<file path="config.mk">
export PLATFORM = sky130hd
export DESIGN_NAME = updn_cmp_counter
export DESIGN_NICKNAME = d
export VERILOG_FILES = /design/src/rtl/updn_cmp_pkg.sv /design/src/rtl/udc_clear_decode.sv /design/src/rtl/udc_match.sv /design/src/rtl/udc_count_core.sv /design/src/rtl/updn_cmp_counter.sv
export SDC_FILE = /design/constraint.sdc
export NUM_CORES = 1
export LEC_CHECK = 0
export ABC_CLOCK_PERIOD_IN_PS = 3800
export BUFFER_PORTS_ARGS = -buffer_cell sky130_fd_sc_hd__buf_2
export CAP_MARGIN = 10
export CORE_UTILIZATION = 40
export DETAILED_ROUTE_END_ITERATION = 10
export PLACE_DENSITY_LB_ADDON = 0.3
export SYNTH_ARGS = -nofsm -noshare
export SYNTH_HDL_FRONTEND = slang
export SYNTH_SLANG_ARGS = --single-unit
</file>
<file path="constraint.sdc">
create_clock -name clk -period 3.8 [get_ports clk]
set_clock_uncertainty 0.1 [all_clocks]
set_input_delay 0.19 -clock clk [delete_from_list [all_inputs] [get_ports clk]]
set_output_delay 0.19 -clock clk [all_outputs]
set_load 0.02 [all_outputs]
</file>
<file path="src/rtl/updn_cmp_pkg.sv">
package updn_cmp_pkg;

    typedef enum logic [1:0] {
        SEL_EXT_ONLY  = 2'b00,
        SEL_UP_MATCH  = 2'b01,
        SEL_EXT_OR_UP = 2'b10,
        SEL_NO_CLEAR  = 2'b11
    } clr_sel_e;

    typedef struct packed {
        logic ext_ok;      // external clear permitted
        logic up_match_ok; // clear on up-count match with compare 0
        logic dn_match_ok; // clear on down-count match with compare 1
        logic force_up;    // direction input ignored, always count up
        logic illegal;     // prohibited setting, freeze
    } clr_rule_t;

endpackage

</file>
<file path="src/rtl/udc_clear_decode.sv">
module udc_clear_decode
    import updn_cmp_pkg::*;
(
    input  logic       cfg_updown,
    input  logic       cfg_submode,
    input  logic       cfg_match_clr,
    input  logic [1:0] cfg_clr_sel,
    output clr_rule_t  rule
);

    clr_sel_e sel;

    always_comb begin
        sel  = clr_sel_e'(cfg_clr_sel);
        rule = '0;
        if (!cfg_updown && cfg_submode) begin
            rule.illegal = 1'b1;
        end else if (!cfg_updown) begin
            rule.force_up    = 1'b1;
            rule.up_match_ok = cfg_match_clr;
        end else if (cfg_submode) begin
            rule.up_match_ok = 1'b1;
            rule.dn_match_ok = 1'b1;
        end else begin
            unique case (sel)
                SEL_EXT_ONLY:  rule.ext_ok = 1'b1;
                SEL_UP_MATCH:  rule.up_match_ok = 1'b1;
                SEL_EXT_OR_UP: begin
                    rule.ext_ok      = 1'b1;
                    rule.up_match_ok = 1'b1;
                end
                SEL_NO_CLEAR:  rule = '0;
                default:       rule = '0;
            endcase
        end
    end

    // external clear only reachable in the up/down rule-select scheme
    always_comb begin
        if (rule.ext_ok) begin
            p_ext_scheme_r6: assert (cfg_updown && !cfg_submode);
        end
    end

endmodule

</file>
<file path="src/rtl/udc_match.sv">
module udc_match #(
    parameter int W = 16
) (
    input  logic [W-1:0] value,
    input  logic [W-1:0] cmp,
    output logic         hit
);

    always_comb begin
        hit = (value == cmp);
    end

endmodule

</file>
<file path="src/rtl/udc_count_core.sv">
module udc_count_core
    import updn_cmp_pkg::*;
#(
    parameter int W = 16
) (
    input  logic         clk,
    input  logic         rst_n,
    input  logic         run_en,
    input  logic         cnt_pulse,
    input  logic         dir_up,
    input  logic         ext_clr,
    input  clr_rule_t    rule,
    input  logic         hit0,
    input  logic         hit1,
    output logic [W-1:0] count_o
);

    localparam logic [W-1:0] ONE = W'(1);

    typedef struct packed {
        logic [W-1:0] count;
    } state_t;

    state_t st_d, st_q;
    logic   step_up;
    logic   clr_ext;
    logic   clr_match;
    logic   active;

    always_comb begin
        step_up   = rule.force_up | dir_up;
        active    = run_en & ~rule.illegal;
        clr_ext   = rule.ext_ok & ext_clr;
        clr_match = (step_up & rule.up_match_ok & hit0) |
                    (~step_up & rule.dn_match_ok & hit1);
        st_d = st_q;
        if (active) begin
            if (clr_ext) begin
                st_d.count = '0;
            end else if (cnt_pulse) begin
                if (clr_match)    st_d.count = '0;
                else if (step_up) st_d.count = st_q.count + ONE;
                else              st_d.count = st_q.count - ONE;
            end
        end
    end

    always_ff @(posedge clk or negedge rst_n) begin
        if (!rst_n) st_q <= '0;
        else        st_q <= st_d;
    end

    assign count_o = st_q.count;

    // disabled counter keeps its value
    p_hold_disabled_r2: assert property (@(posedge clk) disable iff (!rst_n)
        !run_en |=> count_o == $past(count_o));

    // prohibited setting freezes the count
    p_illegal_hold_r11: assert property (@(posedge clk) disable iff (!rst_n)
        rule.illegal |=> count_o == $past(count_o));

    // applicable external clear wins over a pulse
    p_ext_clr_r13: assert property (@(posedge clk) disable iff (!rst_n)
        (active && rule.ext_ok && ext_clr) |=> count_o == '0);

    // up pulse at the up compare value with up-match rule loads zero
    p_up_match_r7: assert property (@(posedge clk) disable iff (!rst_n)
        (active && !clr_ext && cnt_pulse && step_up && rule.up_match_ok && hit0)
        |=> count_o == '0);

    // down pulse at the down compare value with down-match rule loads zero
    p_dn_match_r10: assert property (@(posedge clk) disable iff (!rst_n)
        (active && !clr_ext && cnt_pulse && !step_up && rule.dn_match_ok && hit1)
        |=> count_o == '0);

    // unclear pulse moves the count by exactly one step
    p_step_r5: assert property (@(posedge clk) disable iff (!rst_n)
        (active && !clr_ext && cnt_pulse && !clr_match)
        |=> (count_o == $past(count_o) + ONE) || (count_o == $past(count_o) - ONE));

endmodule

</file>
<file path="src/rtl/updn_cmp_counter.sv">
module updn_cmp_counter
    import updn_cmp_pkg::*;
#(
    parameter int W = 16
) (
    input  logic         clk,
    input  logic         rst_n,
    input  logic         run_en,
    input  logic         cnt_pulse,
    input  logic         dir_up,
    input  logic         ext_clr,
    input  logic         cfg_updown,
    input  logic         cfg_submode,
    input  logic         cfg_match_clr,
    input  logic [1:0]   cfg_clr_sel,
    input  logic [W-1:0] cmp_up,
    input  logic [W-1:0] cmp_dn,
    output logic [W-1:0] count,
    output logic         hit_up,
    output logic         hit_dn,
    output logic         cfg_illegal
);

    localparam int NCMP = 2;

    clr_rule_t     rule;
    logic [W-1:0]  cmp_vals [NCMP];
    logic [NCMP-1:0] hits;
    logic [W-1:0]  count_w;

    always_comb begin
        cmp_vals[0] = cmp_up;
        cmp_vals[1] = cmp_dn;
    end

    udc_clear_decode u_dec (
        .cfg_updown   (cfg_updown),
        .cfg_submode  (cfg_submode),
        .cfg_match_clr(cfg_match_clr),
        .cfg_clr_sel  (cfg_clr_sel),
        .rule         (rule)
    );

    for (genvar g = 0; g < NCMP; g++) begin : g_cmp
        udc_match #(.W(W)) u_match (
            .value(count_w),
            .cmp  (cmp_vals[g]),
            .hit  (hits[g])
        );
    end

    udc_count_core #(.W(W)) u_core (
        .clk      (clk),
        .rst_n    (rst_n),
        .run_en   (run_en),
        .cnt_pulse(cnt_pulse),
        .dir_up   (dir_up),
        .ext_clr  (ext_clr),
        .rule     (rule),
        .hit0     (hits[0]),
        .hit1     (hits[1]),
        .count_o  (count_w)
    );

    assign count       = count_w;
    assign hit_up      = hits[0];
    assign hit_dn      = hits[1];
    assign cfg_illegal = rule.illegal;

    // prohibited setting flagged
    p_illegal_flag_r11: assert property (@(posedge clk) disable iff (!rst_n)
        (!cfg_updown && cfg_submode) |-> cfg_illegal);

endmodule

</file>
# After elaboration in Yosys (flattened, before gate mapping)
# Cells that the tools add are included.
# classes
n_addsub	2
eq_ne	4
muxes	14
bitwise_logic	10
n_reduce_logical	7
# ops
cell	count
16-bit two-way mux	4
16-bit == test	2
16-bit by 1-bit adder with 16-bit output (second input constant)	1
16-bit by 1-bit subtractor with 16-bit output (second input constant)	1
1-bit two-way mux	8
1-bit AND	6
4-bit two-way mux	1
2-bit OR reduction	2
2-bit by 1-bit == test with 1-bit output (second input constant)	1
2-bit == test (second input constant)	1
2-bit zero test	1
2-bit two-way mux	1
1-bit inverter	2
1-bit OR	2
2-bit AND reduction	1
2-bit nonzero test	1
1-bit logical AND	1
1-bit zero test	1
# totals
register_bits	16
inputBits	43
word_cells	38

# Longest topological paths before layout
# logic_depth
ltp_word	14
ltp_mapped	12
mapped_depth_nobuf	10

# Cells and area by module
# A second synthesis with hierarchy kept.
# hier_totals
cells_unflattened	237
area_unflattened_um2	1838.0
# modules_own_cells
module	instances	cells_per_inst	area_per_inst_um2	seq_area_each_um2
udc_count_core	1	184	1407.6	400.4
udc_match	2	21	177.7	0.0
udc_clear_decode	1	11	75.1	0.0

# Least setup slack after synthesis
# Ideal clock, no wire load.
# synth_path
kind	input port to flip-flop
start	input port cfg_submode
end	register u_core.st_q, in the netlist u_core.count_o[10]
setup_time_ps	121
arrival_ps	2548
t_required_ps	3579
path_slack_ps	1031
stages	10
path_buffers	1
path_cell_list	nor2_1 or2_2 clkbuf_1 inv_1 ha_1 a21o_1 o2111a_2 o311a_1 or3_1 a22o_1
# synth_between
elab_chain_len	10
word_cells_on_any_way	24
# synth_rtl
item	line	rtl
start: declaration	updn_cmp_counter.sv:13	input logic cfg_submode,
1-bit logical AND	udc_clear_decode.sv:16	if (!cfg_updown && cfg_submode) begin
4-bit two-way mux	udc_clear_decode.sv:16	
1-bit OR	udc_count_core.sv:31	step_up = rule.force_up | dir_up;
1-bit inverter	udc_count_core.sv:35	(~step_up & rule.dn_match_ok & hit1);
1-bit AND (2 in a row)	udc_count_core.sv:35	
1-bit OR	udc_count_core.sv:34	clr_match = (step_up & rule.up_match_ok & hit0) |
16-bit two-way mux	udc_count_core.sv:41	if (clr_match) st_d.count = '0;
16-bit two-way mux	udc_count_core.sv:40	end else if (cnt_pulse) begin
16-bit two-way mux	udc_count_core.sv:38	if (clr_ext) begin
end signal: assignment	udc_count_core.sv:50	else st_q <= st_d;
end: declaration	udc_count_core.sv:24	state_t st_d, st_q;
# Parallel ways exist; a longest one is shown, timed or not. The select of a mux whose other input is x is not followed.
# A chain may end at the register's enable or synchronous reset.

# Final worst setup path
# Ends and elaborated chain as after synthesis.

==> reports/metrics.yaml <==
largest_reg_flops: 16
ctsResizeCount: 0
ys_types: 51
grtUsageMet2: 0.363
route.detailed.drc: 0
vias: 1900
cts_sinks: 16
vdd.ir_drop.worst_v: 0.000236
cts_made_buffers: 3
worstPathRequired_ns: 3.85
synth_edf_count: 0
antenna_found_initial: 0
start_kind: "input port"
cts_htree_levels: 1
cp_max_fo: 14
drt_wl_total_mm: 5.06
cts_setup_buffers: 0
final-setup-viol-count: 0
layout_commonest_cell: "buf_2"
viasPerCell: 5.60
grt_busiest_layer: "met2"
power_density_nw_per_um2: 713
start_util: 0.420
grt_pass1_vias: 1811
grt.met3_usage: 0.0144
fmax_mhz: 357
finalMaxSlewViolations: 0
slew_headroom: 0.671
grt_max_degree: 17
clk_latency_ns: 0.26
fillers: 460
grtUsageTotal: 0.213
p_leak_nw: 1.07
dieArea_um2: 4920
cts_tree: "done"
design.core.area_um2: 4410
synthFlopType: "dfrtp_1"
status: "finished, final reports clean"
die_y_um: 70.1
final.period_utilization: 0.737
rows: 24
drtAntennaViolNets: 0
wire_per_inst_um: 14.9
syn_avg_cell_area_um2: 8.17
synthArstFlopShare: 1.00
tns_ns: 0
syn_to_final_growth_pct: 22.0
worstPathArrival_ns: 2.85
first_pass_iters: 4
hp-class: "input port to async pin"
crit_type: "input port to flop"
layout.nets: 348
overflow: 0
synth-seq-cells: 16
utilization: 0.513
synthesis.instances: 227
numPortBuffers: 61
die_w_um: 70.1
drt_iter0_markers: 87
seq_area_frac_synth: 0.216
layout-drive-gt1-share: 0.261
rsz0062_at_grt: "no"
ioPinCount: 62
gp_congestion: 0.833
synth_warnings: 0
min_period_ns: 2.80
cts_buffer_depth: 2
syn_area_um2: 1860
mostFrequentLayoutCells: "buf_2, xnor2_1, nand2_1"
antennaDiodeCount: 0
finalHoldViolCount: 0
worst_pin_slew_ns: 0.493
met1_usage: 0.286
cts-root-buf: "clkbuf_8"
max_cap_viol_count: 0
end_kind: "flop"
grt_pass1_wl_mm: 8.33
post-dp-hpwl_mm: 4.03
syn_nets: 287
clk_pin_slew_ns: 0.06
## cell usage after synthesis (4+ instances only)
cell / number / area share
xnor2_1: 36 / 0.17
nand2_1: 24 / 0.049
dfrtp_1: 16 / 0.22
ha_1: 16 / 0.11
o21ai_0: 16 / 0.043
inv_1: 13 / 0.026
a21oi_1: 12 / 0.032
nand4_1: 11 / 0.037
nor2_1: 11 / 0.022
nand3_1: 5 / 0.013
o211ai_1: 5 / 0.020
xor2_1: 5 / 0.024
a22o_1: 4 / 0.019
## layer usage
metal / vias up / part of all wire
li1: 948 / -
met1: 881 / 0.46
met2: 66 / 0.48
met3: 5 / 0.049
met4: 0 / 0.012
met5: - / 0
## cell type report
class	instances	area, µm²	area share
Sequential cell	16	400	0.177
Inverter	13	48.8	0.0216
Timing Repair Buffer	63	323	0.143
Multi-Input combinational cell	191	1370	0.606
Clock buffer	4	55.1	0.0243
Tap cell	52	65.1	0.0287
## timing repair
action | in CTS | in global routing
hold buffers | 1 | 0
hold endpoints to repair | 16 | 0
setup endpoints to repair | 0 | 0
## power breakdown
group,internal [W],switching (W),total (W)
sequential,0.000247,0.000152,0.000399
combinational,0.000471,0.000591,0.00106
clock,0.0000921,0.0000621,0.000154
total,0.000811,0.000804,0.00161
## path summary, 6_finish.rpt
| path | startpoint | cells after the start | slack [ns] | endpoint |
|---|---|---|---|---|
| min in group clk | cnt_pulse | 5 | 0.30 | u_core.count_o[15]$_DFFE_PN0P_ |
| worst min register to register | u_core.count_o[15]$_DFFE_PN0P_ | 1 | 0.48 | u_core.count_o[15]$_DFFE_PN0P_ |
| max in group asynchronous | rst_n | 2 | 3.03 | u_core.count_o[11]$_DFFE_PN0P_ |
| worst max-delay path | cfg_submode | 10 | 1.00 | u_core.count_o[10]$_DFFE_PN0P_ |
| worst max register to register | u_core.count_o[0]$_DFFE_PN0P_ | 8 | 1.24 | u_core.count_o[14]$_DFFE_PN0P_ |
| worst min-delay path | rst_n | 2 | 0.29 | u_core.count_o[0]$_DFFE_PN0P_ |
## logic make-up (layout without fill, tap and decap cells)
| group | Yosys count | count (layout) | share of synthesized area |
|---|---|---|---|
| AND/OR/NAND/NOR | 72 | 72 | 0.203 |
| flip-flops | 16 | 16 | 0.216 |
| XOR/XNOR | 41 | 41 | 0.194 |
| buffers and inverters | 20 | 80 | 0.0452 |
| adder cells (fa/ha/maj) | 17 | 17 | 0.119 |
| AO/OA/AOI/OAI | 61 | 61 | 0.224 |
## per-stage QoR
step                      worst slack [ns]  power (W)  hold WS (ns)  cells  area [µm²]
final                                 1.00    0.00161         0.292    339        2260
after detailed placement             0.740    0.00146        0.0306    334        2200
after CTS                             1.01    0.00162         0.292    339        2260
after global placement               0.795    0.00145        0.0279    334        2200
after global routing                 0.842    0.00176         0.342    339        2260
after floorplan                       1.03    0.00118        -0.206    227        1860
## worst max-delay path: stages
cell      delay [ns]
buf_2           0.12
nor2_1          0.06
or2_2           0.33
inv_1           0.40
ha_1            0.39
a21o_1          0.22
o2111a_2        0.30
o311a_1         0.28
or3_1           0.36
a22o_1          0.19
(Power assumes the default switching activity.)
